===== config.mk =====
export PLATFORM = sky130hd
export DESIGN_NAME = refresh_sched
export DESIGN_NICKNAME = d
export VERILOG_FILES = /design/src/rtl/refresh_pkg.sv /design/src/rtl/interval_timer.sv /design/src/rtl/owed_counter.sv /design/src/rtl/recovery_timer.sv /design/src/rtl/refresh_sched.sv
export SDC_FILE = /design/constraint.sdc
export NUM_CORES = 1
export LEC_CHECK = 0
export ABC_AREA = 1
export BUFFER_PORTS_ARGS = -buffer_cell sky130_fd_sc_hd__buf_4
export CORE_UTILIZATION = 30
export DETAILED_ROUTE_END_ITERATION = 8
export SLEW_MARGIN = 10
export SYNTH_ARGS = -nofsm -noshare
export SYNTH_HDL_FRONTEND = slang
export SYNTH_SLANG_ARGS = --single-unit
export TNS_END_PERCENT = 30

===== constraint.sdc =====
create_clock -name clk -period 3.95 [get_ports clk]
set_input_delay 0.5925 -clock clk [delete_from_list [all_inputs] [get_ports clk]]
set_output_delay 0.5925 -clock clk [all_outputs]
set_load 0.03 [all_outputs]

===== src/rtl/refresh_pkg.sv =====
package refresh_pkg;
  // Interval length chosen at each reload: halved when the device runs hot.
  function automatic int unsigned reload_len(int unsigned base, logic hot);
    return hot ? (base / 2) : base;
  endfunction

  // Owed-refresh count after one cycle, saturating at the limit.
  function automatic int unsigned owed_step(int unsigned owed, logic tick,
                                            logic take, int unsigned limit);
    int unsigned n;
    n = owed;
    if (tick && n < limit) n = n + 1;
    if (take && n > 0) n = n - 1;
    return n;
  endfunction
endpackage


===== src/rtl/interval_timer.sv =====
module interval_timer
  import refresh_pkg::*;
#(
  parameter int unsigned INTERVAL_CYC = 3120,
  parameter int unsigned CNT_W        = 12
) (
  input  logic clk,
  input  logic rst,
  input  logic hot_i,
  output logic tick_o
);
  logic [CNT_W-1:0] cnt_q;

  assign tick_o = (cnt_q == '0);

  always_ff @(posedge clk) begin
    if (rst)
      cnt_q <= CNT_W'(INTERVAL_CYC - 1);
    else if (tick_o)
      cnt_q <= CNT_W'(reload_len(INTERVAL_CYC, hot_i) - 1);
    else
      cnt_q <= cnt_q - 1'b1;
  end
endmodule


===== src/rtl/owed_counter.sv =====
module owed_counter
  import refresh_pkg::*;
#(
  parameter int unsigned MAX_OWED = 8,
  parameter int unsigned OWED_W   = 4
) (
  input  logic              clk,
  input  logic              rst,
  input  logic              tick_i,
  input  logic              take_i,
  output logic [OWED_W-1:0] owed_o
);
  logic [OWED_W-1:0] owed_q;

  assign owed_o = owed_q;

  always_ff @(posedge clk) begin
    if (rst)
      owed_q <= '0;
    else
      owed_q <= OWED_W'(owed_step(int'(owed_q), tick_i, take_i, MAX_OWED));
  end
endmodule


===== src/rtl/recovery_timer.sv =====
module recovery_timer #(
  parameter int unsigned RECOVERY_CYC = 51,
  parameter int unsigned REC_W        = 6
) (
  input  logic clk,
  input  logic rst,
  input  logic start_i,
  output logic busy_o
);
  logic [REC_W-1:0] rec_q;

  assign busy_o = (rec_q != '0);

  always_ff @(posedge clk) begin
    if (rst)
      rec_q <= '0;
    else if (start_i)
      rec_q <= REC_W'(RECOVERY_CYC);
    else if (busy_o)
      rec_q <= rec_q - 1'b1;
  end
endmodule


===== src/rtl/refresh_sched.sv =====
module refresh_sched #(
  parameter int unsigned INTERVAL_CYC = 3120,
  parameter int unsigned RECOVERY_CYC = 51,
  parameter int unsigned MAX_OWED     = 8
) (
  input  logic clk,
  input  logic rst,
  input  logic hot_i,
  input  logic grant_i,
  output logic req_o,
  output logic urgent_o,
  output logic busy_o
);
  localparam int unsigned CNT_W  = $clog2(INTERVAL_CYC);
  localparam int unsigned REC_W  = $clog2(RECOVERY_CYC + 1);
  localparam int unsigned OWED_W = $clog2(MAX_OWED + 1);

  logic              tick;
  logic              take;
  logic              busy;
  logic [OWED_W-1:0] owed_q;

  interval_timer #(.INTERVAL_CYC(INTERVAL_CYC), .CNT_W(CNT_W)) u_interval (
    .clk(clk), .rst(rst), .hot_i(hot_i), .tick_o(tick)
  );

  owed_counter #(.MAX_OWED(MAX_OWED), .OWED_W(OWED_W)) u_owed (
    .clk(clk), .rst(rst), .tick_i(tick), .take_i(take), .owed_o(owed_q)
  );

  recovery_timer #(.RECOVERY_CYC(RECOVERY_CYC), .REC_W(REC_W)) u_recovery (
    .clk(clk), .rst(rst), .start_i(take), .busy_o(busy)
  );

  assign req_o    = (owed_q != '0) && !busy;
  assign urgent_o = req_o && (owed_q == OWED_W'(MAX_OWED));
  assign take     = grant_i && req_o;
  assign busy_o   = busy;
endmodule


## After elaboration in Yosys (flattened, before gate mapping)

Cells that the tools add are included.

| word-level totals | value |
|---|---|
| input bits | 4 |
| register bits after elaboration | 22 |
| logic and storage cells | 30 |
| output and inout port bits | 3 |

| cells by class | value |
|---|---|
| reductions and logical operators | 11 |
| mux-type cells | 7 |
| eq/ne operators | 1 |
| $lt $le $gt $ge | 2 |
| add/sub/neg operators | 5 |

Operators by type and width:

| kind | count |
|---|---|
| 32-bit 2-to-1 mux | 2 |
| 32-bit by 1-bit greater-than comparator with 1-bit output (second input constant) | 1 |
| 12-bit 2-to-1 mux | 2 |
| 12-bit by 1-bit subtractor with 12-bit output (second input constant) | 2 |
| 12-bit logical NOT | 1 |
| 6-bit 2-to-1 mux | 2 |
| 6-bit nonzero test | 1 |
| 6-bit by 1-bit subtractor with 6-bit output (second input constant) | 1 |
| 4-bit by 1-bit adder with 5-bit output (second input constant) | 1 |
| 1-bit logical AND | 5 |
| 4-bit == test (second input constant) | 1 |
| 4-bit less-than comparator (second input constant) | 1 |
| 4-bit 2-to-1 mux | 1 |
| 4-bit nonzero test | 1 |
| 4-bit by 1-bit subtractor with 4-bit output (second input constant) | 1 |
| 2-bit nonzero test | 1 |
| 2-bit OR reduction | 1 |
| 1-bit logical NOT | 1 |

## Depth between registers and ports, before layout

| depth | value |
|---|---|
| word-level depth | 7 |
| gate-level depth with buffers | 13 |
| mapped depth without buffers | 13 |

## By module

A second synthesis with hierarchy kept.

| unflattened totals | value |
|---|---|
| cell total of the unflattened synthesis | 205 |
| area total of the unflattened synthesis | 1423.9 sq um |

By module, submodules not included:

| module | area each (sq um) | cells an instance | sequential area each (sq um) | instances |
|---|---|---|---|---|
| interval_timer | 749.5 | 100 | 240.2 | 1 |
| recovery_timer | 319.1 | 42 | 120.1 | 1 |
| owed_counter | 307.8 | 53 | 80.1 | 1 |
| refresh_sched | 47.5 | 10 | 0.0 | 1 |

## Least setup slack after synthesis

OpenSTA, ideal clock, no wires.

| path | value |
|---|---|
| kind | input -> register |
| start | input port rst |
| end | register u_owed.owed_q[1], in the netlist u_owed.owed_o[1] |
| slack | 2642 ps |
| stages | 5 |
| library setup time | 114 ps |
| required time | 3836 ps |
| data arrival time | 1194 ps |
| path buffers | 2 |
| cells stage by stage | clkbuf_1 inv_1 buf_4 nand2_1 nor2_1 |

RTL lines:

| element | RTL line | source |
|---|---|---|
| from (decl) | refresh_sched.sv:7 | `input logic rst,` |
| to (signal assigned) | owed_counter.sv:21 | `owed_q <= OWED_W'(owed_step(int'(owed_q), tick_i, take_i, MAX_OWED));` |
| to (decl) | owed_counter.sv:13 | `logic [OWED_W-1:0] owed_q;` |

==> metrics.md <==
| Metric | Value |
|---|---|
| All-Layer GR Usage | 0.1095 |
| Post-detail-place hpwl | 1.778 mm |
| Kind of critical path | register to output port |
| Post-Syn Nets | 191 |
| Tmin final | 2.013 ns |
| Status | completed |
| XOR/XNOR share of the synthesized area | 0.03346 |
| Core footprint | roughly 4100 um2 |
| CTS Hold Buffers Added | 0 |
| Fmax | 496.8 MHz |
| Post-route ant nets | 0 |
| Hold Crit Depth | 1 |
| Synth Area in Adders | 0.05736 |
| Vias in the first global route | around 960 |
| Final Skew | 0.005579 ns |
| Die Area | 4631 um2 |
| R2R depth | 13 |
| Count of final hold-check violations | 0 |
| Initial antenna violation count | 0 |
| Die span in x | 68.05 um |
| Most used flip-flop cell after synthesis | dfxtp_1 |
| Routed wire length | 2.286 mm |
| # clock sinks | 22 |
| Avg Cell Area, Syn | 7.231 um2 |
| Max-cap violations | 0 |
| Share of layout cells above drive strength 1 | 0.2011 |
| Clock Tree Root | clkbuf_8 |
| Top Ports | 7 |
| Finished Cell Area | roughly 1500 um2 |
| Largest family of logic cells by synthesized area | simple AND/OR/NAND/NOR gates |
| First-pass GRT wire length | 3.877 mm |
| Layout area overhead | 11.57% |
| Final GP Congestion | 0.8307 |
| IO Port Bufs | 6 |
| Fill count | 429 |
| Worst hold path type | register to register |
| Layout net count | 200 |
| Seq cells post-synth | 22 |
| Post-synthesis mux area share | 0 |
| Overflow after GRT | 0 |
| Clock Path Buffers | 2 |
| CTS tree | done |
| Worst-path clk slew | 0.08 ns |
| Residual DRC | 0 |
| Synth top area cells | dfxtp_1, nand2_1, nor2_1 |
| Worst-Margin Slew | about 0.42 ns |
| Post-CTS Resized | 0 |
| CP Capture Type | output port |
| DRT iter0 DRCs | 67 |
| Critical path arrival | 1.42 ns |
| Setup TNS | 0 ns |
| # setup viols final | 0 |
| Vias per inst | about 4.5 |
| Total CTS buffers | 3 |
| Count leader, synth | nand2_1 |
| Dpl cell area | 1405 um2 |
| Peak VDD IR | 0.2097 mV |
| Reg2reg start | u_interval.cnt_q[7] |
| Leakage | 0.6474 nW |
| Pwr Density | 438.9 nW/um2 |
| Seq/Total Area, Yosys | 0.3365 |
| Clock insertion delay at the later pin of the skew report | 0.26 ns |
| Initial Utilization | 0.3203 |
| Final Max Tran Viols | 0 |
| Critical path endpoint | req_o |
| Post-CTS setup buffers | 0 |
| Simple-gate portion of the synthesized area | 0.4073 |
| Routed len/inst | 9.565 um |
| N_diodes | 0 |
| Post-synth top area share | 0.3365 |
| H-tree level count | 1 |
| Worst R2R Setup Slack | 2.06 ns |
| Synth top cells by count | nand2_1, dfxtp_1, nor2_1, inv_1, nand3_1 |
| Tcrit/Tclk final | 0.5096 |
| Distinct cell type count after synthesis | 29 |
| FF-to-FF End | u_owed.owed_o[3] |
| Row count | 23 |
| Post-synth EDFFs | 0 |
| Cell Area, Synth | 1309 um2 |
| Die Y-Extent | 68.05 um |
| Asr flop ratio synth | 0 |
| Worst-path maximum fanout | 7 |
| Worst setup path startpoint | u_recovery.rec_q[0] |
| Critical Path RT | 3.36 ns |
| Largest net degree at the start of global routing | 14 |
| Routed vias | 1083 |
| Synth Area in Compound Gates | 0.08891 |
| Hold_ws | around 0.43 ns |
| Rel. slew slack | 0.7198 |
| Mapped Cells | 181 |
| Synth area leader | dfxtp_1 |
| Setup crit start kind | register |
| First-pass iteration count of the detailed router | 4 |
| Ys Warns | 0 |
| RSZ-0062 raised after global routing | no |
-- layout make-up --
type / instances / area (um2) / area share
clock buffers: 4 / 55.05 / 0.03770
multi-input cells: 134 / 768.2 / 0.5261
inverters: 23 / 88.84 / 0.06084
well taps: 50 / 62.56 / 0.04284
repair buffers: 6 / 45.04 / 0.03085
flip-flops and latches: 22 / 440.4 / 0.3016
-- registers in the layout, indices dropped and copies added, names as in the netlist --
signal,count
u_recovery.rec_q,6
u_owed.owed_o,4
u_interval.cnt_q,12
-- cell usage in the layout (no fill, tap or decap), drive strengths merged --
cell,synthesis,layout
a31oi,1,1
o21ai,7,7
xnor2,2,2
nand2,50,50
xor2,3,3
inv,23,23
buf,1,6
nand4,4,4
ha,6,6
a21oi,10,10
nor2,30,30
clkbuf,1,4
nor3,4,4
dfxtp,22,22
or2,4,4
nand3,13,13
-- per-stage QoR --
stage               cells  power [W]    util  setup slack [ns]
floorplan             181  0.0004448       -             2.128
global placement      235  0.0004876  0.3438             2.100
detailed placement    235  0.0004863  0.3438             2.094
CTS                   239  0.0006506  0.3573             1.915
global route          239  0.0006869  0.3573             1.852
finish                239  0.0006409  0.3573             1.937
-- metal layers --
| layer | track usage | routed length, um |
|---|---|---|
| met1 | 0.1434 | 1202 |
| met2 | 0.1777 | 1010 |
| met3 | 0.03500 | 74 |
| met4 | 0.01563 | 0 |
| met5 | 0 | 0 |
-- how the worst min path moves through the flow --
stage / startpoint / endpoint
6_report: u_interval.cnt_q[0] / u_interval.cnt_q[0]
3_3_place_gp: u_interval.cnt_q[0] / u_interval.cnt_q[0]
3_5_place_dp: u_interval.cnt_q[0] / u_interval.cnt_q[0]
4_1_cts: u_interval.cnt_q[0] / u_interval.cnt_q[0]
2_1_floorplan: u_interval.cnt_q[0] / u_interval.cnt_q[0]
5_1_grt: u_interval.cnt_q[0] / u_interval.cnt_q[0]
-- cell families (layout without fill, tap and decap cells) --
logic type	count (synthesis)	in the layout
buffers and inverters	25	33
XOR/XNOR	5	5
flip-flops	22	22
adder cells (fa/ha/maj)	6	6
AO/OA/AOI/OAI	18	18
AND/OR/NAND/NOR	105	105
-- where the power goes --
group | switching [W] | internal, W | leakage (nW)
Clock | 0.0000722 | 0.0000888 | 0.0288
Combinational | 0.000117 | 0.0000882 | 0.439
Sequential | 0.0000227 | 0.000252 | 0.179
Total | 0.000212 | 0.000429 | 0.647
-- worst max-delay path, stage by stage, from the launching register on --
cell     delay, ns
dfxtp_1       0.30
inv_1         0.12
ha_1          0.21
nand3_4       0.13
a31oi_2       0.20
buf_4         0.19
(Power assumes the default switching activity.)
